## src/rtl/dac_ser_pkg.sv

```systemverilog
package dac_ser_pkg;
  localparam int FULL_W  = 18;
  localparam int SHORT_W = 16;
  localparam int SYNC_STAGES = 2;

  typedef enum logic {
    ORDER_LSB = 1'b0,
    ORDER_MSB = 1'b1
  } order_e;
endpackage

```

## src/rtl/dac_sync_chain.sv

```systemverilog
module dac_sync_chain #(
  parameter int W      = 2,
  parameter int STAGES = 2
) (
  input  logic         clk,
  input  logic         rst_n,
  input  logic [W-1:0] d,
  output logic [W-1:0] q
);
  logic [W-1:0] stage_q [STAGES];

  always_ff @(posedge clk or negedge rst_n) begin
    if (!rst_n) begin
      for (int i = 0; i < STAGES; i++) stage_q[i] <= '0;
    end else begin
      stage_q[0] <= d;
      for (int i = 1; i < STAGES; i++) stage_q[i] <= stage_q[i-1];
    end
  end

  assign q = stage_q[STAGES-1];
endmodule

```

## src/rtl/dac_shift_core.sv

```systemverilog
module dac_shift_core
  import dac_ser_pkg::*;
#(
  parameter int FW = FULL_W,
  parameter int SW = SHORT_W
) (
  input  logic          clk,
  input  logic          rst_n,
  input  logic          shift_en,
  input  logic          sin,
  input  order_e        order,
  input  logic          long_word,
  output logic [FW-1:0] word_q,
  output logic          sout
);
  logic [FW-1:0] word_nxt;

  always_comb begin
    word_nxt = '0;
    if (order == ORDER_MSB) begin
      if (long_word) word_nxt = {word_q[FW-2:0], sin};
      else           word_nxt[SW-1:0] = {word_q[SW-2:0], sin};
    end else begin
      if (long_word) word_nxt = {sin, word_q[FW-1:1]};
      else           word_nxt[SW-1:0] = {sin, word_q[SW-1:1]};
    end
  end

  always_ff @(posedge clk or negedge rst_n) begin
    if (!rst_n)        word_q <= '0;
    else if (shift_en) word_q <= word_nxt;
  end

  always_comb begin
    if (order == ORDER_LSB) sout = word_q[0];
    else if (long_word)     sout = word_q[FW-1];
    else                    sout = word_q[SW-1];
  end
endmodule

```

## src/rtl/ser_dac_shreg.sv

```systemverilog
module ser_dac_shreg
  import dac_ser_pkg::*;
#(
  parameter int FW     = FULL_W,
  parameter int SW     = SHORT_W,
  parameter int STAGES = SYNC_STAGES
) (
  input  logic          clk,
  input  logic          rst_n,
  input  logic          ser_mode_n,
  input  logic          dat0_sin,
  input  logic          dat1_order,
  input  logic          dat2_len,
  input  logic          cs_strobe,
  output logic          sout,
  output logic [FW-1:0] rank1_word
);
  logic [1:0] sync_q;
  logic       cs_prev_q;
  logic       shift_en;
  order_e     order;

  dac_sync_chain #(.W(2), .STAGES(STAGES)) u_sync (
    .clk   (clk),
    .rst_n (rst_n),
    .d     ({cs_strobe, dat0_sin}),
    .q     (sync_q)
  );

  always_ff @(posedge clk or negedge rst_n) begin
    if (!rst_n) cs_prev_q <= 1'b0;
    else        cs_prev_q <= sync_q[1];
  end

  assign shift_en = sync_q[1] & ~cs_prev_q & ~ser_mode_n;
  assign order    = order_e'(dat1_order);

  dac_shift_core #(.FW(FW), .SW(SW)) u_core (
    .clk       (clk),
    .rst_n     (rst_n),
    .shift_en  (shift_en),
    .sin       (sync_q[0]),
    .order     (order),
    .long_word (dat2_len),
    .word_q    (rank1_word),
    .sout      (sout)
  );
endmodule

```

## config.mk

```make
export PLATFORM = sky130hd
export DESIGN_NAME = ser_dac_shreg
export DESIGN_NICKNAME = d
export VERILOG_FILES = /design/src/rtl/dac_ser_pkg.sv /design/src/rtl/dac_sync_chain.sv /design/src/rtl/dac_shift_core.sv /design/src/rtl/ser_dac_shreg.sv
export SDC_FILE = /design/constraint.sdc
export NUM_CORES = 1
export LEC_CHECK = 0
export ABC_AREA = 1
export BUFFER_PORTS_ARGS = -buffer_cell sky130_fd_sc_hd__buf_2
export CORE_MARGIN = 2
export CORE_UTILIZATION = 56
export DETAILED_ROUTE_END_ITERATION = 10
export PLACE_DENSITY = 0.83
export SLEW_MARGIN = 5
export SYNTH_ARGS = -nofsm -noshare
export SYNTH_HDL_FRONTEND = slang
export SYNTH_HIERARCHICAL = 1
export SYNTH_SLANG_ARGS = --single-unit
```

## constraint.sdc

```tcl
create_clock -name clk -period 1.9 [get_ports clk]
set_clock_uncertainty 0.15 [all_clocks]
set_input_delay 0.19 -clock clk [delete_from_list [all_inputs] [get_ports clk]]
set_output_delay 0.19 -clock clk [all_outputs]
set_load 0.05 [all_outputs]
```

* After elaboration in Yosys (flattened, before gate mapping)
Cells that the tools add are included.
** Operators by class
- Multiply operators :: 0
- Multiplexer cells :: 6
- Equal/unequal tests :: 0
- Add/sub/neg operators :: 0
- Shift operators :: 0
- Reductions and logical operators :: 0
- Bitwise logic cells :: 4
- Order comparisons :: 0
- Div/mod/pow operators :: 0
** Operators with widths (count)
- 18-bit two-way mux :: 1
- 16-bit two-way mux :: 1
- 2-bit two-way mux :: 2
- 1-bit AND :: 2
- 1-bit two-way mux :: 2
- 1-bit NOT :: 2
** Word-level totals
- Bits in writable memories :: 0
- Output and inout bits :: 19
- Flip-flop bits (word level) :: 23
- Memory bits (read-only) :: 0
- Input port bits :: 7
- Memories :: 0
- Bits in latches :: 0
- Word-level logic and storage cells :: 14

* Depth between registers and ports, before layout
Gate-level depths: netlist of run 1.
- Depth in word-level cells :: 3
- Mapped depth :: 7
- Gate-level depth less buffers :: 7

* Cells and area by module
Netlist of run 1, hierarchy kept.
** Modules (own cells, without submodules)
- dac_shift_core :: times used 1, seq. area each 450.4 um2, area an instance 959.7 um2, cells each 130
- dac_sync_chain :: times used 1, seq. area each 100.1 um2, area an instance 115.1 um2, cells each 6
- ser_dac_shreg :: times used 1, seq. area each 25.0 um2, area an instance 38.8 um2, cells each 4

* Least setup slack after synthesis of run 1
No wires, ideal clock.
- Path type :: register -> output
- From :: register u_core.word_q[15]
- To :: output port sout
- Buffers on the path :: 0
- Stages on the path, launching flop included :: 5
- Path slack :: 0.281 ns
- Arrival :: 1.279 ns
- Required time :: 1.560 ns
- Path through :: dfrtp_1 inv_1 o21ai_0 nand2_1 nand2_1
** Between the ends
- Cells in the longest elaborated chain, start to end :: 2
** RTL lines
- start: declaration :: line dac_shift_core.sv:13 : output logic [FW-1:0] word_q,
- start signal: assignment :: line dac_shift_core.sv:31 : else if (shift_en) word_q <= word_nxt;
- 1-bit two-way mux :: line dac_shift_core.sv:36 : else if (long_word) sout = word_q[FW-1];
- 1-bit two-way mux :: line dac_shift_core.sv:35 : if (order == ORDER_LSB) sout = word_q[0];
- end: declaration :: line ser_dac_shreg.sv:15 : output logic sout,
No other way between the ends.

* Worst setup path in the final report of run 1
Ends and elaborated chain as after synthesis.

==> results of run 1 <==
## state kept, by name, summed over array words and instances, names as in the netlist
| signal | cells |
|---|---|
| cs_prev_q | 1 |
| u_core/word_q | 18 |
| u_sync/q | 2 |
| u_sync/stage_q | 2 |
## through the flow
stage	power [mW]	utilization (%)	hold WS, ps	instances	setup slack (ps)
final	1.419	65.49	74.73	191	239.9
after global routing	1.509	65.49	92.06	191	142.4
after floorplan	1.080	-	-255.6	140	281.3
after global placement	1.197	62.57	28.92	184	572.5
after detailed placement	1.208	62.57	36.43	184	555.0
after CTS	1.429	65.49	66.03	191	240.1
## kinds of logic after synthesis
family	after synthesis	synth area share, %
flops	23	51.69
buf+inv	31	14.61
compound gates	18	8.427
simple gates	68	25.28
## where the power goes
part | total, mW | switching, mW | internal (mW) | leakage, nW
Combinational | 0.587 | 0.462 | 0.125 | 0.391
Clock | 0.216 | 0.134 | 0.0817 | 0.0150
Sequential | 0.616 | 0.0448 | 0.571 | 0.279
Total | 1.42 | 0.641 | 0.778 | 0.685
## what timing repair did
item,4_1_cts,5_1_grt
hold buffers,3,0
resized for setup,0,0
endpoints found under the hold margin,25,0
## per-layer routing
layer	global-route usage (%)	vias to the layer above	wire, um
li1	-	473	-
met1	22.98	448	888
met2	31.94	28	1029
met3	4.321	2	83
met4	10.00	0	23
met5	0	-	0
## final cells by class
type / instances / area, um2
fillers: 169 / 663.1
flip-flops and latches: 23 / 575.6
multi-input cells: 86 / 375.4
repair buffers: 29 / 162.7
inverters: 22 / 85.08
well taps: 27 / 33.78
clock buffers: 4 / 26.28
## layout by cell type, fill, tap and decap left out
| cell type | n |
|---|---|
| inv_4 | 1 |
| o21ai_0 | 15 |
| clkbuf_1 | 1 |
| nand3_1 | 17 |
| dfrtp_1 | 23 |
| a21oi_2 | 1 |
| nand2_2 | 1 |
| dlygate4sd3_1 | 3 |
| nand2_1 | 48 |
| buf_4 | 1 |
| nor2_1 | 1 |
| nor2_2 | 1 |
| o21ai_1 | 2 |
| clkbuf_4 | 3 |
| buf_2 | 25 |
| inv_1 | 21 |
## critical path, stage by stage (launching register included)
cell and delay (ps):
dfrtp_1 420, inv_1 80, o21ai_0 140, nand2_1 60, nand2_1 60, buf_2 250
## worst paths after layout
path / start / end / depth (start not counted)
worst max-delay path: u_core/word_q[15]$_DFFE_PN0P_ / sout / 5
worst min-delay path: ser_mode_n / u_core/word_q[17]$_DFFE_PN0P_ / 6
worst max register to register: cs_prev_q$_DFF_PN0_ / u_core/word_q[1]$_DFFE_PN0P_ / 6
worst min register to register: u_sync/stage_q[3]$_DFF_PN0_ / u_sync/q[1]$_DFF_PN0_ / 0
max in group asynchronous: rst_n / u_core/word_q[14]$_DFFE_PN0P_ / 2
min in group asynchronous: rst_n / u_core/word_q[10]$_DFFE_PN0P_ / 2
## synthesized netlist by cell type
cell      number  share of area (%)
buf_4          2                1.3
nor2_2         1               0.56
inv_4          1               0.56
nand2_1       48                 16
nand3_1       17                7.6
nand2_2        1               0.56
nor2_1         1               0.34
clkbuf_2       1               0.45
o21ai_1        2               0.90
o21ai_0       15                6.7
inv_1         21                7.1
a21oi_2        1               0.79
buf_2          2               0.90
buf_6          3                3.0
clkbuf_8       1                1.2
dfrtp_1       23                 52
==> qor.csv, run 1 <==
stage,metric,value,unit
synth,avgSynthCellArea,7.954,um2
die,start_util,57.94,%
drt,final_antenna_net_count,0,
synth,synth_area,1114,um2
pwr,powerDensity,1127,nW/um2
timing,rsz0062_at_grt,false,
pwr,peakVddDrop,702.2,uV
die,die_h,48.59,um
timing,worstMarginPinSlew,491.4,ps
clock_network,cts_max_path_buffers,2,
drt,wl,2025,um
die,dieArea,2361,um2
worst_setup_path,cp_max_fo,4,
pwr,p_leak,0.6851,nW
drt,drt_pass1_iterations,4,
clock_network,cts_root_buf,clkbuf_4,
grt,track_usage,19.05,%
worst_setup_path,startpoint_type,flip-flop,
drt,via_per_inst,4.979,
job,drv_cap,0,
die,ios,26,
worst_setup_path,crit_arrival,1320,ps
drt,wl_per_cell,10.60,um
placement,hpwlAfterDp,1412,um
timing,period_share,87.37,%
synth,yosys_warnings,6,
hold_path,hold_class,in2reg,
die,fp-row-count,16,
clock_network,clock-sinks,23,
worst_setup_path,crit_type,reg2out,
synth,synth_cells,140,
clock_network,cts_buffers,3,
timing,fin_setup_tns,0,ps
clock_network,post_cts_buffers,0,
grt,antenna_found_initial,0,
timing,relSlewSlack,67.24,%
placement,io_buffers,25,
final_layout,diodes,0,
grt,grt_pass1_vias,885,
placement,placed_area,1202,um2
clock_network,cts_tree,yes,
placement,gp_congestion,0.8099,
run_status,status,"finished, final reports clean",
final_layout,area_growth,13.03,%
timing,setup_viol,0,
clock_network,path_clk_slew,120,ps
drt,via_count,951,
synth,synthesis.nets,147,
timing,fmax,602.4,MHz
final_layout,nets,172,
timing,hold_viol_final,0,
grt,grt_pass1_wl,3491,um
synth,yosysUniqueCellTypes,16,
worst_setup_path,rrSetupSlack,590,ps
grt,grt_max_degree,32,
timing,drv_slew,0,
worst_setup_path,end_kind,primary output,
drt,drt_drc_violations_left,0,
die,core_area,1922,um2
worst_setup_path,worst_ep_required_time,1560,ps
drt,drt-initial-drc-count,30,
synth,synth_seq_cells,23,
clock_network,clock_latency,300,ps
final_layout,final_area,1259,um2
synth,ys_seq_area_share,51.69,%
die,die_w,48.59,um
final_layout,drive_gt1_share,20.12,%
timing,fin_crit,1660,ps
grt,overflow,0,
clock_network,h-tree-depth,1,
Note: power is estimated with default switching activity, not from simulation.
==> inputs of run 2 (changes only) <==
--- a/config.mk
+++ b/config.mk
@@ -7,10 +7,11 @@
 export LEC_CHECK = 0
 export ABC_AREA = 1
 export BUFFER_PORTS_ARGS = -buffer_cell sky130_fd_sc_hd__buf_2
+export CAP_MARGIN = 20
 export CORE_MARGIN = 2
-export CORE_UTILIZATION = 56
+export CORE_UTILIZATION = 52
 export DETAILED_ROUTE_END_ITERATION = 10
-export PLACE_DENSITY = 0.83
+export PLACE_DENSITY = 0.78
 export SLEW_MARGIN = 5
 export SYNTH_ARGS = -nofsm -noshare
 export SYNTH_HDL_FRONTEND = slang
==> constraint.sdc (replaced) <==
create_clock -name clk -period 1.7 [get_ports clk]
set_clock_uncertainty 0.15 [all_clocks]
set_input_delay 0.17 -clock clk [delete_from_list [all_inputs] [get_ports clk]]
set_output_delay 0.17 -clock clk [all_outputs]
set_load 0.05 [all_outputs]
==> qor.csv, run 2 (same netlist as run 1, synthesis figures left out) <==
stage,metric,value,unit,change
final_layout,layout_common_cells,"48 x nand2_1, 24 x buf_2, 23 x dfrtp_1",,
pwr,powerDensity,1245,nW/um2,+10%
timing,drv_slew,0,,unchanged
clock_network,path_clk_slew,110,ps,about the same
die,die_h,50.28,um,+3.5%
die,dieArea,2528,um2,+7.1%
timing,holdWs,64.88,ps,-9.850 ps
drt,final_antenna_net_count,0,,unchanged
worst_setup_path,end_kind,primary output,,
worst_setup_path,path_cells,inv_1 > o21ai_0 > nand2_1 > nand2_1 > buf_4,,
placement,hpwlAfterDp,1416,um,+0.29%
final_layout,regMostFlops,u_core/word_q,,
die,start_util,56.19,%,-1.8 points
worst_setup_path,startpoint_type,flip-flop,,
pwr,peakVddDrop,806.3,uV,+15%
worst_setup_path,cp_slowest_cell,dfrtp_1,,
placement,gp_congestion,0.7671,,-5.3%
drt,drt_drc_violations_left,0,,unchanged
clock_network,cts_root_buf,clkbuf_4,,
drt,wl,2068,um,+2.1%
clock_network,cts_tree,yes,,
timing,setup_viol,0,,unchanged
die,ios,26,,unchanged
pwr,fin_total_pwr,1.589,mW,+12%
grt,overflow,0,,unchanged
clock_network,cts_buffers,3,,unchanged
timing,fin_crit,1556,ps,
final_layout,layout_commonest_cell,nand2_1,,
timing,worstMarginPinSlew,518.5,ps,+27.16 ps
worst_setup_path,worst_ep_required_time,1380,ps,-180 ps
hold_path,hold_class,in2reg,,
job,drv_cap,0,,unchanged
timing,fmax,642.5,MHz,
die,die_w,50.28,um,+3.5%
placement,dpl.cell_count,185,,+0.54%
worst_setup_path,cp_max_fo,4,,unchanged
grt,track_usage,18.56,%,-0.49 points
final_layout,area_growth,14.61,%,
final_layout,largest_reg_flops,18,,unchanged
final_layout,diodes,0,,unchanged
worst_setup_path,crit_arrival,1240,ps,-80 ps
drt,drt_pass1_iterations,5,,+1
grt,grt_max_degree,24,,-25%
clock_network,h-tree-depth,1,,unchanged
final_layout,layoutNonFillerInstCount,193,,+1.0%
grt,antenna_found_initial,0,,unchanged
grt,grt_pass1_vias,848,,-4.2%
drt,via_count,913,,-4.0%
worst_setup_path,crit_type,reg2out,,
placement,io_buffers,25,,unchanged
timing,relSlewSlack,65.43,%,-1.8 points
final_layout,drive_gt1_share,21.08,%,+0.96 points
drt,wl_per_cell,10.72,um,+1.1%
timing,fin_setup_tns,0,ps,unchanged
drt,via_per_inst,4.731,,-5.0%
drt,drt-initial-drc-count,11,,-63%
pwr,p_leak,0.6959,nW,+1.6%
clock_network,cts_max_path_buffers,2,,unchanged
worst_setup_path,cpPeakStageDelay,410,ps,about the same
die,fp-row-count,16,,unchanged
timing,period_share,91.56,%,
clock_network,clock_latency,300,ps,about the same
run_status,status,"finished, final reports clean",,
worst_setup_path,critPathMostFrequentCell,nand2_1,,
final_layout,nets,174,,+1.2%
timing,hold_viol_final,0,,unchanged
die,core_area,1982,um2,+3.1%
timing,rsz0062_at_grt,false,,
grt,grt_pass1_wl,3581,um,+2.6%
clock_network,clock-sinks,23,,unchanged
final_layout,fin_util,64.39,%,-1.1 points
run 2: changes by cell type in the layout (fill, tap and decap cells not counted), sizes merged:
cell / delta
buf: +2
run 2: what timing repair did:
action | CTS | global route
endpoints found under the hold margin | 25 | 0
setup buffers | 0 | 1
resized for setup | 0 | 2
endpoints found under the setup margin | 0 | 1
hold buffers | 3 | 0
run 2: path summary, 6_finish.rpt:
path / slack, ps / end / depth (start not counted) / start
setup reg to reg: 400 / u_core/word_q[15]$_DFFE_PN0P_ / 8 / cs_prev_q$_DFF_PN0_
min in group asynchronous: 210 / u_sync/q[0]$_DFF_PN0_ / 2 / rst_n
hold reg to reg: 220 / u_sync/q[0]$_DFF_PN0_ / 0 / u_sync/stage_q[2]$_DFF_PN0_
hold / removal: 60 / u_core/word_q[17]$_DFFE_PN0P_ / 5 / dat2_len
max in group asynchronous: 840 / u_core/word_q[13]$_DFFE_PN0P_ / 2 / rst_n
setup / recovery: 140 / sout / 5 / u_core/word_q[15]$_DFFE_PN0P_
run 2: stage by stage:
stage                     area (um2)  setup WS [ps]
after floorplan                 1114          101.3
after global placement          1210          422.3
after detailed placement        1210          391.0
after CTS                       1266          81.69
after global routing            1276          12.88
final                           1276          143.6
run 2: report_power, final:
group / switching (mW) / total, mW / internal, mW
logic: 0.514 / 0.663 / 0.149
registers: 0.0512 / 0.689 / 0.638
clock network: 0.146 / 0.237 / 0.0913
run 2: metal layers:
metal | wire length (um) | GRT usage (%)
met1 | 948 | 24.46
met2 | 1005 | 30.48
met3 | 101 | 3.274
met4 | 12 | 6.944
met5 | 0 | 0
run 2: final cells by class:
type	instances	area, um2
Fill cell	183	705.7
Tap cell	27	33.78
Sequential cell	23	575.6
Multi-Input combinational cell	86	375.4
Timing Repair Buffer	31	180.2
Clock buffer	4	26.28
Inverter	22	85.08
run 2: worst max-delay path, delay by kind of cell, from the launching register on:
family	cells	cell delay, ps
AOI/OAI and AO/OA	1	150
buffers and inverters	2	260
DFF	1	410
and+or+nand+nor	2	130
